--- src/rtl/ccfp_pkg.sv ---
package ccfp_pkg;
  typedef enum logic [1:0] {
    ERR_NONE = 2'd0,
    ERR_IO   = 2'd1,
    ERR_ADDR = 2'd2
  } ccfp_err_t;

  localparam logic       KIND_CHAN = 1'b0;
  localparam logic       KIND_REG  = 1'b1;
  localparam logic [7:0] CRC_POLY  = 8'h2F;

  // one byte through eight shift/reduce steps
  function automatic logic [7:0] crc_byte(input logic [7:0] x);
    logic [7:0] c;
    c = x;
    for (int i = 0; i < 8; i++) begin
      c = c[7] ? ((c << 1) ^ CRC_POLY) : (c << 1);
    end
    return c;
  endfunction

  // checksum over a 22-bit payload (word bits 31:10)
  function automatic logic [7:0] frame_crc(input logic [21:0] p);
    logic [7:0] c;
    c = crc_byte({2'b00, p[21:16]});
    c = crc_byte(c ^ p[15:8]);
    return c ^ p[7:0];
  endfunction
endpackage

--- src/rtl/ccfp_decode.sv ---
module ccfp_decode
  import ccfp_pkg::*;
#(
  parameter int RES_W = 12
) (
  input  logic [31:0]      word,
  input  logic             kind,
  input  logic             chk_en,
  input  logic [4:0]       exp_dev,
  input  logic [5:0]       exp_addr,
  output logic [4:0]       dev,
  output logic [5:0]       addr,
  output logic [RES_W-1:0] data,
  output logic             crc_ok,
  output logic [1:0]       err
);
  logic addr_bad;

  always_comb begin
    dev    = word[31:27];
    crc_ok = (frame_crc(word[31:10]) == word[9:2]);
    if (kind == KIND_CHAN) begin
      addr     = {2'b00, word[26:23]};
      data     = word[22:11];
      addr_bad = (word[26:23] != exp_addr[3:0]);
    end else begin
      addr     = word[26:21];
      data     = {{(RES_W-8){1'b0}}, word[20:13]};
      addr_bad = (word[26:21] != exp_addr);
    end
    if (!crc_ok)
      err = ERR_IO;
    else if (chk_en && (addr_bad || (word[31:27] != exp_dev)))
      err = ERR_ADDR;
    else
      err = ERR_NONE;
  end
endmodule

--- src/rtl/ccfp_thresh.sv ---
module ccfp_thresh #(
  parameter int RES_W = 12,
  parameter int THR_W = 8,
  parameter int NCELL = 6
) (
  input  logic             clk,
  input  logic             rst_n,
  input  logic             wr,
  input  logic [1:0]       sel,
  input  logic [THR_W-1:0] val,
  input  logic             judge,
  input  logic [5:0]       ch,
  input  logic [RES_W-1:0] res,
  output logic             rise,
  output logic             fall
);
  localparam int NLIM = 4;
  logic [THR_W-1:0] lim [NLIM];

  // index bit 0: low limit, index bit 1: auxiliary pair
  for (genvar g = 0; g < NLIM; g++) begin : g_lim
    localparam logic [THR_W-1:0] RST_V = (g % 2 == 0) ? {THR_W{1'b1}} : '0;
    always_ff @(posedge clk) begin
      if (!rst_n)
        lim[g] <= RST_V;
      else if (wr && (sel == 2'(g)))
        lim[g] <= val;
    end
  end

  logic             is_aux;
  logic [RES_W-1:0] hi, lo;
  always_comb begin
    is_aux = (ch >= 6'(NCELL));
    hi     = RES_W'(lim[{is_aux, 1'b0}]);
    lo     = RES_W'(lim[{is_aux, 1'b1}]);
    rise   = judge && (res >= hi);
    fall   = judge && !(res >= hi) && (res <= lo);
  end
endmodule

--- src/rtl/ccfp_accum.sv ---
module ccfp_accum #(
  parameter int RES_W = 12,
  parameter int SUM_W = 18
) (
  input  logic             clk,
  input  logic             rst_n,
  input  logic             clr,
  input  logic             add,
  input  logic [RES_W-1:0] res,
  output logic [SUM_W-1:0] sum
);
  logic [SUM_W-1:0] base;
  always_comb base = clr ? '0 : sum;

  always_ff @(posedge clk) begin
    if (!rst_n)
      sum <= '0;
    else if (clr || add)
      sum <= base + (add ? SUM_W'(res) : '0);
  end
endmodule

--- src/rtl/cellchain_frame_parser.sv ---
module cellchain_frame_parser
  import ccfp_pkg::*;
#(
  parameter int NDEV  = 8,
  parameter int NCELL = 6,
  parameter int RES_W = 12,
  parameter int THR_W = 8,
  parameter int SUM_W = $clog2(NDEV * NCELL * ((1 << RES_W) - 1) + 1)
) (
  input  logic             clk,
  input  logic             rst_n,
  input  logic             frm_valid,
  input  logic [31:0]      frm_data,
  input  logic             frm_kind,
  input  logic             scan_clr,
  input  logic             addr_chk_en,
  input  logic [4:0]       exp_dev,
  input  logic [5:0]       exp_addr,
  input  logic             thr_wr,
  input  logic [1:0]       thr_sel,
  input  logic [THR_W-1:0] thr_val,
  output logic             out_valid,
  output logic             out_kind,
  output logic [4:0]       out_dev,
  output logic [5:0]       out_addr,
  output logic [RES_W-1:0] out_data,
  output logic [1:0]       out_err,
  output logic [SUM_W-1:0] out_sum,
  output logic             ev_rise,
  output logic             ev_fall
);
  // named internal events, brought out for the checker
  logic [4:0]       dec_dev;
  logic [5:0]       dec_addr;
  logic [RES_W-1:0] dec_data;
  logic             crc_ok_w;
  logic [1:0]       dec_err;
  logic             judge_w;
  logic             add_w;
  logic             rise_w, fall_w;

  ccfp_decode #(.RES_W(RES_W)) u_dec (
    .word    (frm_data),
    .kind    (frm_kind),
    .chk_en  (addr_chk_en),
    .exp_dev (exp_dev),
    .exp_addr(exp_addr),
    .dev     (dec_dev),
    .addr    (dec_addr),
    .data    (dec_data),
    .crc_ok  (crc_ok_w),
    .err     (dec_err)
  );

  assign judge_w = frm_valid && (frm_kind == KIND_CHAN) && crc_ok_w;
  assign add_w   = judge_w && (dec_addr < 6'(NCELL));

  ccfp_thresh #(.RES_W(RES_W), .THR_W(THR_W), .NCELL(NCELL)) u_thr (
    .clk  (clk),
    .rst_n(rst_n),
    .wr   (thr_wr),
    .sel  (thr_sel),
    .val  (thr_val),
    .judge(judge_w),
    .ch   (dec_addr),
    .res  (dec_data),
    .rise (rise_w),
    .fall (fall_w)
  );

  ccfp_accum #(.RES_W(RES_W), .SUM_W(SUM_W)) u_acc (
    .clk  (clk),
    .rst_n(rst_n),
    .clr  (scan_clr),
    .add  (add_w),
    .res  (dec_data),
    .sum  (out_sum)
  );

  always_ff @(posedge clk) begin
    if (!rst_n) begin
      out_valid <= 1'b0;
      out_kind  <= KIND_CHAN;
      out_dev   <= '0;
      out_addr  <= '0;
      out_data  <= '0;
      out_err   <= ERR_NONE;
      ev_rise   <= 1'b0;
      ev_fall   <= 1'b0;
    end else begin
      out_valid <= frm_valid;
      ev_rise   <= rise_w;
      ev_fall   <= fall_w;
      if (frm_valid) begin
        out_kind <= frm_kind;
        out_dev  <= dec_dev;
        out_addr <= dec_addr;
        out_data <= dec_data;
        out_err  <= dec_err;
      end
    end
  end
endmodule

--- config.mk ---
export PLATFORM = sky130hd
export DESIGN_NAME = cellchain_frame_parser
export DESIGN_NICKNAME = d
export VERILOG_FILES = /design/src/rtl/ccfp_pkg.sv /design/src/rtl/ccfp_decode.sv /design/src/rtl/ccfp_thresh.sv /design/src/rtl/ccfp_accum.sv /design/src/rtl/cellchain_frame_parser.sv
export SDC_FILE = /design/constraint.sdc
export NUM_CORES = 1
export LEC_CHECK = 0
export ABC_AREA = 1
export CORE_ASPECT_RATIO = 0.7
export CORE_MARGIN = 3
export CORE_UTILIZATION = 40
export CTS_CLUSTER_SIZE = 12
export DETAILED_ROUTE_END_ITERATION = 7
export PLACE_DENSITY = 0.74
export SYNTH_ARGS = -nofsm -noshare
export SYNTH_HDL_FRONTEND = slang
export SYNTH_HIERARCHICAL = 1
export SYNTH_SLANG_ARGS = --single-unit
--- constraint.sdc ---
create_clock -name clk -period 5.8 [get_ports clk]
set_clock_uncertainty 0.15 [all_clocks]
set_input_delay 1.16 -clock clk [delete_from_list [all_inputs] [get_ports clk]]
set_output_delay 1.16 -clock clk [all_outputs]
set_load 0.01 [all_outputs]
==> results.toml, run 1 <==
[outcome]
status = "completed"

[critical_path]
slowest_stage = "clkdlybuf4s50_1"
crit_type = "in2reg"
cp-end-kind = "flip-flop"
cpMostUsedCell = "nand2_1"
reg2reg_setup_slack_ns = 3.60
worstSetupStartpointType = "input pin"
worst_ep_arrival_time_ns = 5.37
max_stage_delay_ns = 0.64
crit_buf_inv = 8
cp_top_family = "simple AND/OR/NAND/NOR gates"
cp_max_fo = 6
crit_required_ns = 5.89

[clock_network]
ctsRootBufferMaster = "clkbuf_16"
tritoncts = "yes"
clk_latency_ns = 0.34
clk_transition_reported_paths_ns = 0.07
clock_path_buffers = 2
h-tree-depth = 3
cts.sinks = 79
numCtsBuffers = 9

[grt]
grt_first_pass_wirelength_mm = 28.0
grt_overflow = 0
grt_usage_pct = 19.7
grt_pass1_vias = 5649
antenna_found_initial = 0
grt_max_degree = 47

[route]
routed_via_density = 4.95
drc = 0
avgRoutedWirePerCell_um = 13.8
drt_wl_total_mm = 17.0
num_vias = 6131
drtPass1Iterations = 8
drt-initial-drc-count = 469
antenna_left = 0

[logic_synthesis]
syn_nets = 1021
seq_area_frac_synth_pct = 29.8
synth_area_um2 = 6380
async_flop_share_pct = 0
yosys.area_share.adder_pct = 5.81
synth_cells = 932
synth-edff-count = 32
ys_seq_elements = 79
synth_flop_cell = "dfxtp_1"
synth_simple_gate_area_share_pct = 39.5
synth-compound-area-share_pct = 7.69
synth_cell_types = 57
yosys_warnings = 6
synthXorXnorAreaFrac_pct = 3.26
syn_avg_cell_area_um2 = 6.84
synth_top_family_by_area = "simple AND/OR/NAND/NOR gates"
synth_mux_area_share_pct = 2.20

[cells_and_area]
area_delta_synth_final_pct = 23.9
design_area_um2 = 7900
diodes = 0
fillers = 1449
fin_nets = 1127
final_common_cell = "nand2_1"
fin_util_pct = 52.2
regArea_um2 = 1900
multi_input_area_um2 = 3730
layout_common_cells = "250 x nand2_1, 126 x inv_1, 105 x nor2_1, 99 x clkdlybuf4s50_1, 86 x nand3_1"
layout-drive-gt1-share_pct = 12.2

[timing]
finalCritPeriodShare_pct = 91.1
setup_viol = 0
rsz0062_at_grt = "false"
slew_headroom_pct = 38.8
maxSlewViolCount = 0
hold_violations = 0
postLayoutSetupSlackWorst_ns = 0.517
fin_crit_ns = 5.28
fin_tns_setup_ns = 0
max_clock_freq_ghz = 0.189
worst_slew_pin_slew_ns = 0.915

[min_path]
hp-class = "reg2reg"

[placed_design]
dp_hpwl_mm = 13.4
placed_cell_area_um2 = 7560
routabilityCongestion = 0.922
place_ws_ns = 0.0563
numPortBuffers = 104

[floorplanning]
boundaryPins = 107
die_x_um = 157
start_util_pct = 42.1
fp.coreArea_um2 = 15100
dieArea_um2 = 17500
rows = 37
dieHeight_um = 112

[power_and_ir_drop]
p_leak_nw = 3.95
ir_drop_uv = 148
cell_internal_pwr_mw = 1.18
p_clk_share_pct = 34.1
p_sw_share_pct = 33.5
p_comb_share_pct = 30.8
p_per_area_nw_per_um2 = 225
pwr-share-seq_pct = 35.1
switchingPower_uw = 596

[run]
maxCapViolCount = 0
[routing by layer]
layer  global-route usage [%]  up-vias  part of all wire, %
met4                     4.49        0                 0.89
met2                     29.1      162                   42
met1                     29.1     2775                   49
met3                     4.66       17                  7.4
met5                        0        -                    0
li1                         -     3177                    -
[registers in the layout (all words and copies together) (netlist names)]
| register | count |
|---|---|
| ev_fall | 1 |
| ev_rise | 1 |
| out_addr | 6 |
| out_data | 12 |
| out_dev | 5 |
| out_err | 2 |
| out_kind | 1 |
| out_valid | 1 |
| u_acc/sum | 18 |
| u_thr/lim | 32 |
[stage by stage]
stage,power [mW],cells,hold slack [ns]
2_1_floorplan,1.02,932,0.349
3_3_place_gp,1.17,1222,0.315
3_5_place_dp,1.18,1222,0.329
4_1_cts,1.79,1238,0.342
5_1_grt,1.89,1238,0.365
6_report,1.78,1238,0.338
[worst register-to-register path, cell delays in order, from the launching register on]
cell	delay (ns)
dfxtp_1	0.33
inv_1	0.06
nor2_1	0.09
ha_1	0.20
inv_1	0.06
fa_1	0.40
inv_1	0.10
nand3_1	0.08
nand3_2	0.11
nand2_1	0.06
nand2_1	0.08
inv_1	0.06
nand2_1	0.05
nand2_1	0.04
o21ai_0	0.16
inv_1	0.05
[area by class of cell]
type,count,share of cell area [%]
clock buffers,11,3.48
clock inverters,5,0.618
inverters,141,6.89
multi-input cells,689,47.2
flip-flops and latches,79,24.1
well taps,195,3.09
repair buffers,118,14.7
[synth_stat cells, types with 3 or more instances]
master    count  area, um2
inv_1       126        473
buf_4         8       60.1
dfxtp_1      47        941
xnor2_1       6       52.6
nor2_1      105        394
nor3_1        3       15.0
nand3_2       6       60.1
nand2_4       9        101
nor2_2       17        106
ha_1         28        350
xor2_1       14        123
inv_2        12       45.0
o21ai_0      39        195
nand4_1       7       43.8
a21oi_1      29        145
o21ai_1       5       25.0
nor2_4        6       67.6
mux2i_1      14        140
clkbuf_1      4       15.0
or2_2         3       18.8
nand2_2      32        200
buf_2         3       15.0
buf_6         3       33.8
nand2_1     250        938
edfxtp_1     32        961
nand3_1      86        430
[path summary, 6_finish.rpt]
| kind | startpoint | to | cells after the start |
|---|---|---|---|
| max | frm_data[25] | u_acc/sum[6] | 36 |
| max reg2reg | u_acc/sum[0] | u_acc/sum[6] | 15 |
| min | u_acc/sum[3] | u_acc/sum[3] | 2 |
| min reg2reg | u_acc/sum[3] | u_acc/sum[3] | 2 |
[power groups by stage]
stage,clock network [mW],registers (mW),logic (mW)
finish,0.606,0.624,0.547
CTS,0.620,0.625,0.547
global placement,0,0.636,0.534
floorplan,0,0.643,0.377
detailed placement,0,0.637,0.544
global route,0.646,0.628,0.619
[cell families (layout without fill, tap and decap cells)]
| group | Yosys count | in the layout |
|---|---|---|
| and+or+nand+nor | 535 | 535 |
| buffers and inverters | 164 | 275 |
| AOI/OAI and AO/OA | 89 | 89 |
| DFF | 79 | 79 |
| adders and majority gates | 29 | 29 |
| xor gates and xnor gates | 22 | 22 |
| muxes | 14 | 14 |
[timing repair]
action,in CTS,in global routing
hold buffers,0,0
buffers inserted,0,0
setup endpoints to repair,0,10
gates resized for setup,0,5
No activity file was read; power rests on OpenSTA's default activity.
==> run 2, diff against run 1 <==
--- a/config.mk
+++ b/config.mk
@@ -8,10 +8,10 @@
 export ABC_AREA = 1
 export CORE_ASPECT_RATIO = 0.7
 export CORE_MARGIN = 3
-export CORE_UTILIZATION = 40
-export CTS_CLUSTER_SIZE = 12
+export CORE_UTILIZATION = 47
+export CTS_CLUSTER_SIZE = 24
 export DETAILED_ROUTE_END_ITERATION = 7
-export PLACE_DENSITY = 0.74
+export PLACE_DENSITY = 0.83
 export SYNTH_ARGS = -nofsm -noshare
 export SYNTH_HDL_FRONTEND = slang
 export SYNTH_HIERARCHICAL = 1
==> run 2 against run 1 <==
  * Via count rose by 2.8%
  * Global-route usage rose by 3.2 points
  * Core utilization rose by 9.0 points
  * Cell area fell by 0.55%
  * Routed wire length rose by 1.3%
  * First-iteration DRC count rose by 26%
  * Clock power rose by 2%
  * Fmax fell by 1.1%
  * Flip-flop and latch count did not move
  * Critical endpoint unchanged
  * Largest cell class unchanged
==> results.toml, run 2 (same netlist as run 1, synthesis figures left out) <==
[outcome]
status = "completed"

[cells_and_area]
top_regs = "u_thr/lim x32, u_acc/sum x18, out_data x12"
largest-register = "u_thr/lim"
final_common_cell = "nand2_1"
layout_common_cells = "250 x nand2_1, 126 x inv_1, 105 x nor2_1, 99 x clkdlybuf4s50_1, 86 x nand3_1"
final_cells = 1220
largest_reg_flops = 32
fillers = 1142
fin_nets = 1124
area_delta_synth_final_pct = 23.2
layout-drive-gt1-share_pct = 11.8
diodes = 0

[min_path]
min_path_cells = 2
hp-start = "u_acc/sum[0]"
hp-class = "reg2reg"
whs_endpoint = "u_acc/sum[0]"

[timing]
finalCritPeriodShare_pct = 92.1
worst_slew_pin_slew_ns = 1.27
hold_violations = 0
setup_viol = 0
max_clock_freq_ghz = 0.187
maxSlewViolCount = 0
fin_tns_setup_ns = 0
slew_headroom_pct = 14.6
hold_slack_ns = 0.330
fin_crit_ns = 5.34
rsz0062_at_grt = "false"

[floorplanning]
start_util_pct = 49.6
fp.coreArea_um2 = 12800
die_x_um = 145
boundaryPins = 107
rows = 34
dieArea_um2 = 15000
dieHeight_um = 103

[route]
num_vias = 6300
drt_wl_total_mm = 17.3
drtPass1Iterations = 6
avgRoutedWirePerCell_um = 14.1
drc = 0
drt-initial-drc-count = 589
antenna_left = 0
routed_via_density = 5.16

[clock_network]
numCtsBuffers = 9
ctsRootBufferMaster = "clkbuf_16"
ctsResizeCount = 0
tritoncts = "yes"
clock_path_buffers = 2
clk_transition_reported_paths_ns = 0.06
h-tree-depth = 3
clk_latency_ns = 0.34
cts.sinks = 79
post_cts_buffers = 0
cts_hold_buf = 0

[power_and_ir_drop]
p_clk_share_pct = 34.3
ir_drop_uv = 178
pwr-share-seq_pct = 34.9
p_per_area_nw_per_um2 = 228
p_comb_share_pct = 30.8
p_leak_nw = 3.93
cell_internal_pwr_mw = 1.21
p_sw_share_pct = 32.6
switchingPower_uw = 585

[placed_design]
dpl.cell_count = 1204
dp_hpwl_mm = 13.5
routabilityCongestion = 0.996
numPortBuffers = 104

[critical_path]
reg2reg_setup_slack_ns = 3.63
r2r_start = "u_acc/sum[0]"
max_stage_delay_ns = 0.63
cpMostUsedCell = "nand2_1"
rr_worst_depth = 15
crit_type = "in2reg"
reg2reg_to = "u_acc/sum[6]"
cp-end-kind = "flip-flop"
cp_max_fo = 13
worst_ep_arrival_time_ns = 5.42
crit_required_ns = 5.88
worstSetupStartpointType = "input pin"
slowest_stage = "clkdlybuf4s50_1"

[grt]
grt_overflow = 0
grt_first_pass_wirelength_mm = 27.8
antenna_found_initial = 0
grt_use_met3_pct = 5.05
met2_usage_pct = 36.3
grt_pass1_vias = 5583
grt_util_met1_pct = 32.4
grt_max_degree = 47
top_usage_layer = "met2"
grt_usage_pct = 22.9

[run]
maxCapViolCount = 0
## run 2: power groups by stage
stage	combinational [mW]	sequential [mW]	clock (mW)
after floorplan	0.377	0.643	0
after global placement	0.529	0.637	0
after detailed placement	0.544	0.638	0
after CTS	0.547	0.626	0.625
after global routing	0.620	0.629	0.648
final	0.553	0.626	0.616
## run 2: stage by stage
step / worst slack, ns / total power, mW / utilization [%] / instance area, um2
after global routing: 0.0533 / 1.90 / 61.2 / 7860
after detailed placement: 0.0318 / 1.18 / 58.6 / 7520
after CTS: 0.363 / 1.80 / 61.1 / 7850
after floorplan: 1.17 / 1.02 / - / 6380
final: 0.460 / 1.79 / 61.2 / 7860
after global placement: 0.196 / 1.17 / 58.6 / 7520
## run 2: cell type report
class | instances | area, um2 | share of cell area [%]
clock buffers | 10 | 229 | 2.91
clock inverters | 6 | 92.6 | 1.18
inverters | 141 | 544 | 6.93
multi-input cells | 689 | 3730 | 47.5
flip-flops and latches | 79 | 1900 | 24.2
well taps | 180 | 225 | 2.87
repair buffers | 115 | 1140 | 14.5
## run 2: worst max path at each step
stage	startpoint	end	cells after the start
global route	frm_data[29]	u_acc/sum[6]	38
global placement	frm_data[27]	u_acc/sum[6]	32
floorplan	frm_data[27]	u_acc/sum[6]	34
detailed placement	frm_data[30]	u_acc/sum[6]	36
finish	frm_data[25]	u_acc/sum[6]	34
CTS	frm_data[30]	u_acc/sum[6]	36
## run 2: critical path: cells and delay by family
family                     cells  cell delay (ns)
AOI/OAI and AO/OA              1             0.12
adders and majority gates      1             0.47
buffers and inverters          7             1.40
and+or+nand+nor               25             2.26
## run 2: per-layer routing
layer | up-vias | wire length [um]
li1 | 3164 | -
met1 | 2882 | 7850
met2 | 237 | 7540
met3 | 17 | 1680
met4 | 0 | 189
met5 | - | 0
==> run 3, diff against run 2 <==
--- a/config.mk
+++ b/config.mk
@@ -12,6 +12,7 @@
 export CTS_CLUSTER_SIZE = 24
 export DETAILED_ROUTE_END_ITERATION = 7
 export PLACE_DENSITY = 0.83
+export SKIP_CTS_REPAIR_TIMING = 1
 export SYNTH_ARGS = -nofsm -noshare
 export SYNTH_HDL_FRONTEND = slang
 export SYNTH_HIERARCHICAL = 1
==> constraint.sdc (replaced) <==
create_clock -name clk -period 5.7 [get_ports clk]
set_clock_uncertainty 0.15 [all_clocks]
set_input_delay 1.14 -clock clk [delete_from_list [all_inputs] [get_ports clk]]
set_output_delay 1.14 -clock clk [all_outputs]
set_load 0.01 [all_outputs]
==> run 3 against run 2 <==
  * Non-clock buffer count rose by 5
  * Die area did not move
  * Core utilization rose by 0.24 points
  * Clock-buffer cell count rose by 1
  * Total power rose by 0.94%
  * Via count rose by 0.86%
  * Critical path type unchanged
  * Highest routed layer unchanged
==> results.toml, run 3 (same netlist as run 1, synthesis figures left out) <==
[cells_and_area]
multi_input_area_um2 = 3730
fin_nets = 1129
area_delta_synth_final_pct = 23.7
largest_reg_flops = 32
largest-register = "u_thr/lim"
diodes = 0
design_area_um2 = 7890
regArea_um2 = 1900
fillers = 1173
final_common_cell = "nand2_1"
layout-drive-gt1-share_pct = 12.1
layout_common_cells = "250 x nand2_1, 126 x inv_1, 105 x nor2_1, 98 x clkdlybuf4s50_1, 86 x nand3_1"
top_regs = "u_thr/lim x32, u_acc/sum x18, out_data x12"

[clock_network]
clk_transition_reported_paths_ns = 0.06
clk_latency_ns = 0.34
tritoncts = "yes"
numCtsBuffers = 9
cts.sinks = 79
h-tree-depth = 3
ctsRootBufferMaster = "clkbuf_16"
clock_path_buffers = 2

[critical_path]
cpMostUsedCell = "nand2_1"
reg2reg_to = "u_acc/sum[6]"
rr_worst_depth = 15
worstSetupStartpointType = "input pin"
cp_max_fo = 6
slowest_stage = "clkdlybuf4s50_1"
crit_type = "in2reg"
max_stage_delay_ns = 0.51
worst_ep_arrival_time_ns = 5.29
r2r_start = "u_acc/sum[0]"
reg2reg_setup_slack_ns = 3.46
cp-end-kind = "flip-flop"
crit_required_ns = 5.77

[outcome]
status = "completed"

[floorplanning]
dieHeight_um = 103
rows = 34
boundaryPins = 107
dieArea_um2 = 15000
start_util_pct = 49.6
fp.coreArea_um2 = 12800
die_x_um = 145

[power_and_ir_drop]
cell_internal_pwr_mw = 1.23
p_sw_share_pct = 32.2
p_comb_share_pct = 31.2
pwr-share-seq_pct = 35.2
switchingPower_uw = 583
p_leak_nw = 3.95
ir_drop_uv = 169
total_power_mw = 1.81
p_per_area_nw_per_um2 = 230
p_clk_share_pct = 33.7

[placed_design]
place_ws_ns = 0.0510
numPortBuffers = 104
routabilityCongestion = 0.991
dp_hpwl_mm = 13.7
placed_cell_area_um2 = 7560

[timing]
fin_tns_setup_ns = 0
maxSlewViolCount = 0
slew_headroom_pct = 16.7
rsz0062_at_grt = "false"
hold_violations = 0
finalCritPeriodShare_pct = 91.6
worst_slew_pin_slew_ns = 1.24
postLayoutSetupSlackWorst_ns = 0.479
setup_viol = 0
max_clock_freq_ghz = 0.192
fin_crit_ns = 5.22

[min_path]
hp-start = "u_acc/sum[9]"
hp-class = "reg2reg"
min_path_cells = 2
whs_endpoint = "u_acc/sum[9]"

[route]
drtPass1Iterations = 6
routed_via_density = 5.19
num_vias = 6354
drt_wl_total_mm = 17.3
antenna_left = 0
avgRoutedWirePerCell_um = 14.1
drt-initial-drc-count = 617
drc = 0

[grt]
grt_pass1_vias = 5618
met2_usage_pct = 35.8
grt_use_met3_pct = 4.53
grt_util_met1_pct = 33.4
top_usage_layer = "met2"
grt_first_pass_wirelength_mm = 28.1
grt_usage_pct = 22.9
grt_max_degree = 47
grt_overflow = 0
antenna_found_initial = 0

[run]
maxCapViolCount = 0
-- run 3: cell count changes in the layout (fill, tap and decap cells not counted), sizes merged --
cell           before  now
buf                11   16
inv               142  141
clkbuf             10   11
dlymetal6s2s        5    6
clkdlybuf4s50      99   98
-- run 3: how the worst max path moves through the flow --
stage	cells after the start	startpoint	slack (ns)	to
after global routing	38	frm_data[29]	0.04	u_acc/sum[6]
final	38	frm_data[29]	0.48	u_acc/sum[6]
after detailed placement	38	frm_data[31]	0.05	u_acc/sum[14]
after global placement	38	frm_data[30]	0.15	u_acc/sum[6]
after floorplan	34	frm_data[27]	1.09	u_acc/sum[6]
after CTS	38	frm_data[31]	0.36	u_acc/sum[6]
-- run 3: through the flow --
step | util, % | instances | hold WS [ns]
global route | 61.4 | 1225 | 0.379
floorplan | - | 932 | 0.349
CTS | 61.3 | 1225 | 0.351
finish | 61.4 | 1225 | 0.344
detailed placement | 58.9 | 1209 | 0.335
global placement | 58.9 | 1209 | 0.315
-- run 3: metal layers --
metal	routed length [um]	part of all wire, %	up-vias
met2	7450	43	248
li1	-	-	3183
met1	8010	46	2901
met3	1630	9.4	22
met5	0	0	-
met4	180	1.0	0
-- run 3: area by class of cell --
cell class | count | area share [%]
multi-input cells | 689 | 47.3
flip-flops and latches | 79 | 24.1
repair buffers | 120 | 14.9
inverters | 141 | 6.90
clock buffers | 11 | 2.95
well taps | 180 | 2.85
clock inverters | 5 | 1.02
-- run 3: power by group through the flow --
stage	clock [mW]	combinational [mW]	sequential (mW)
6_report	0.610	0.565	0.637
5_1_grt	0.646	0.633	0.640
4_1_cts	0.623	0.560	0.637
3_5_place_dp	0	0.556	0.649
3_3_place_gp	0	0.542	0.648
2_1_floorplan	0	0.383	0.654
-- run 3: worst max-delay path: cells and delay by family --
kind,cells,cell delay (ns)
AOI/OAI and AO/OA,1,0.15
and+or+nand+nor,27,2.40
buffers and inverters,8,1.04
adders and majority gates,2,0.57
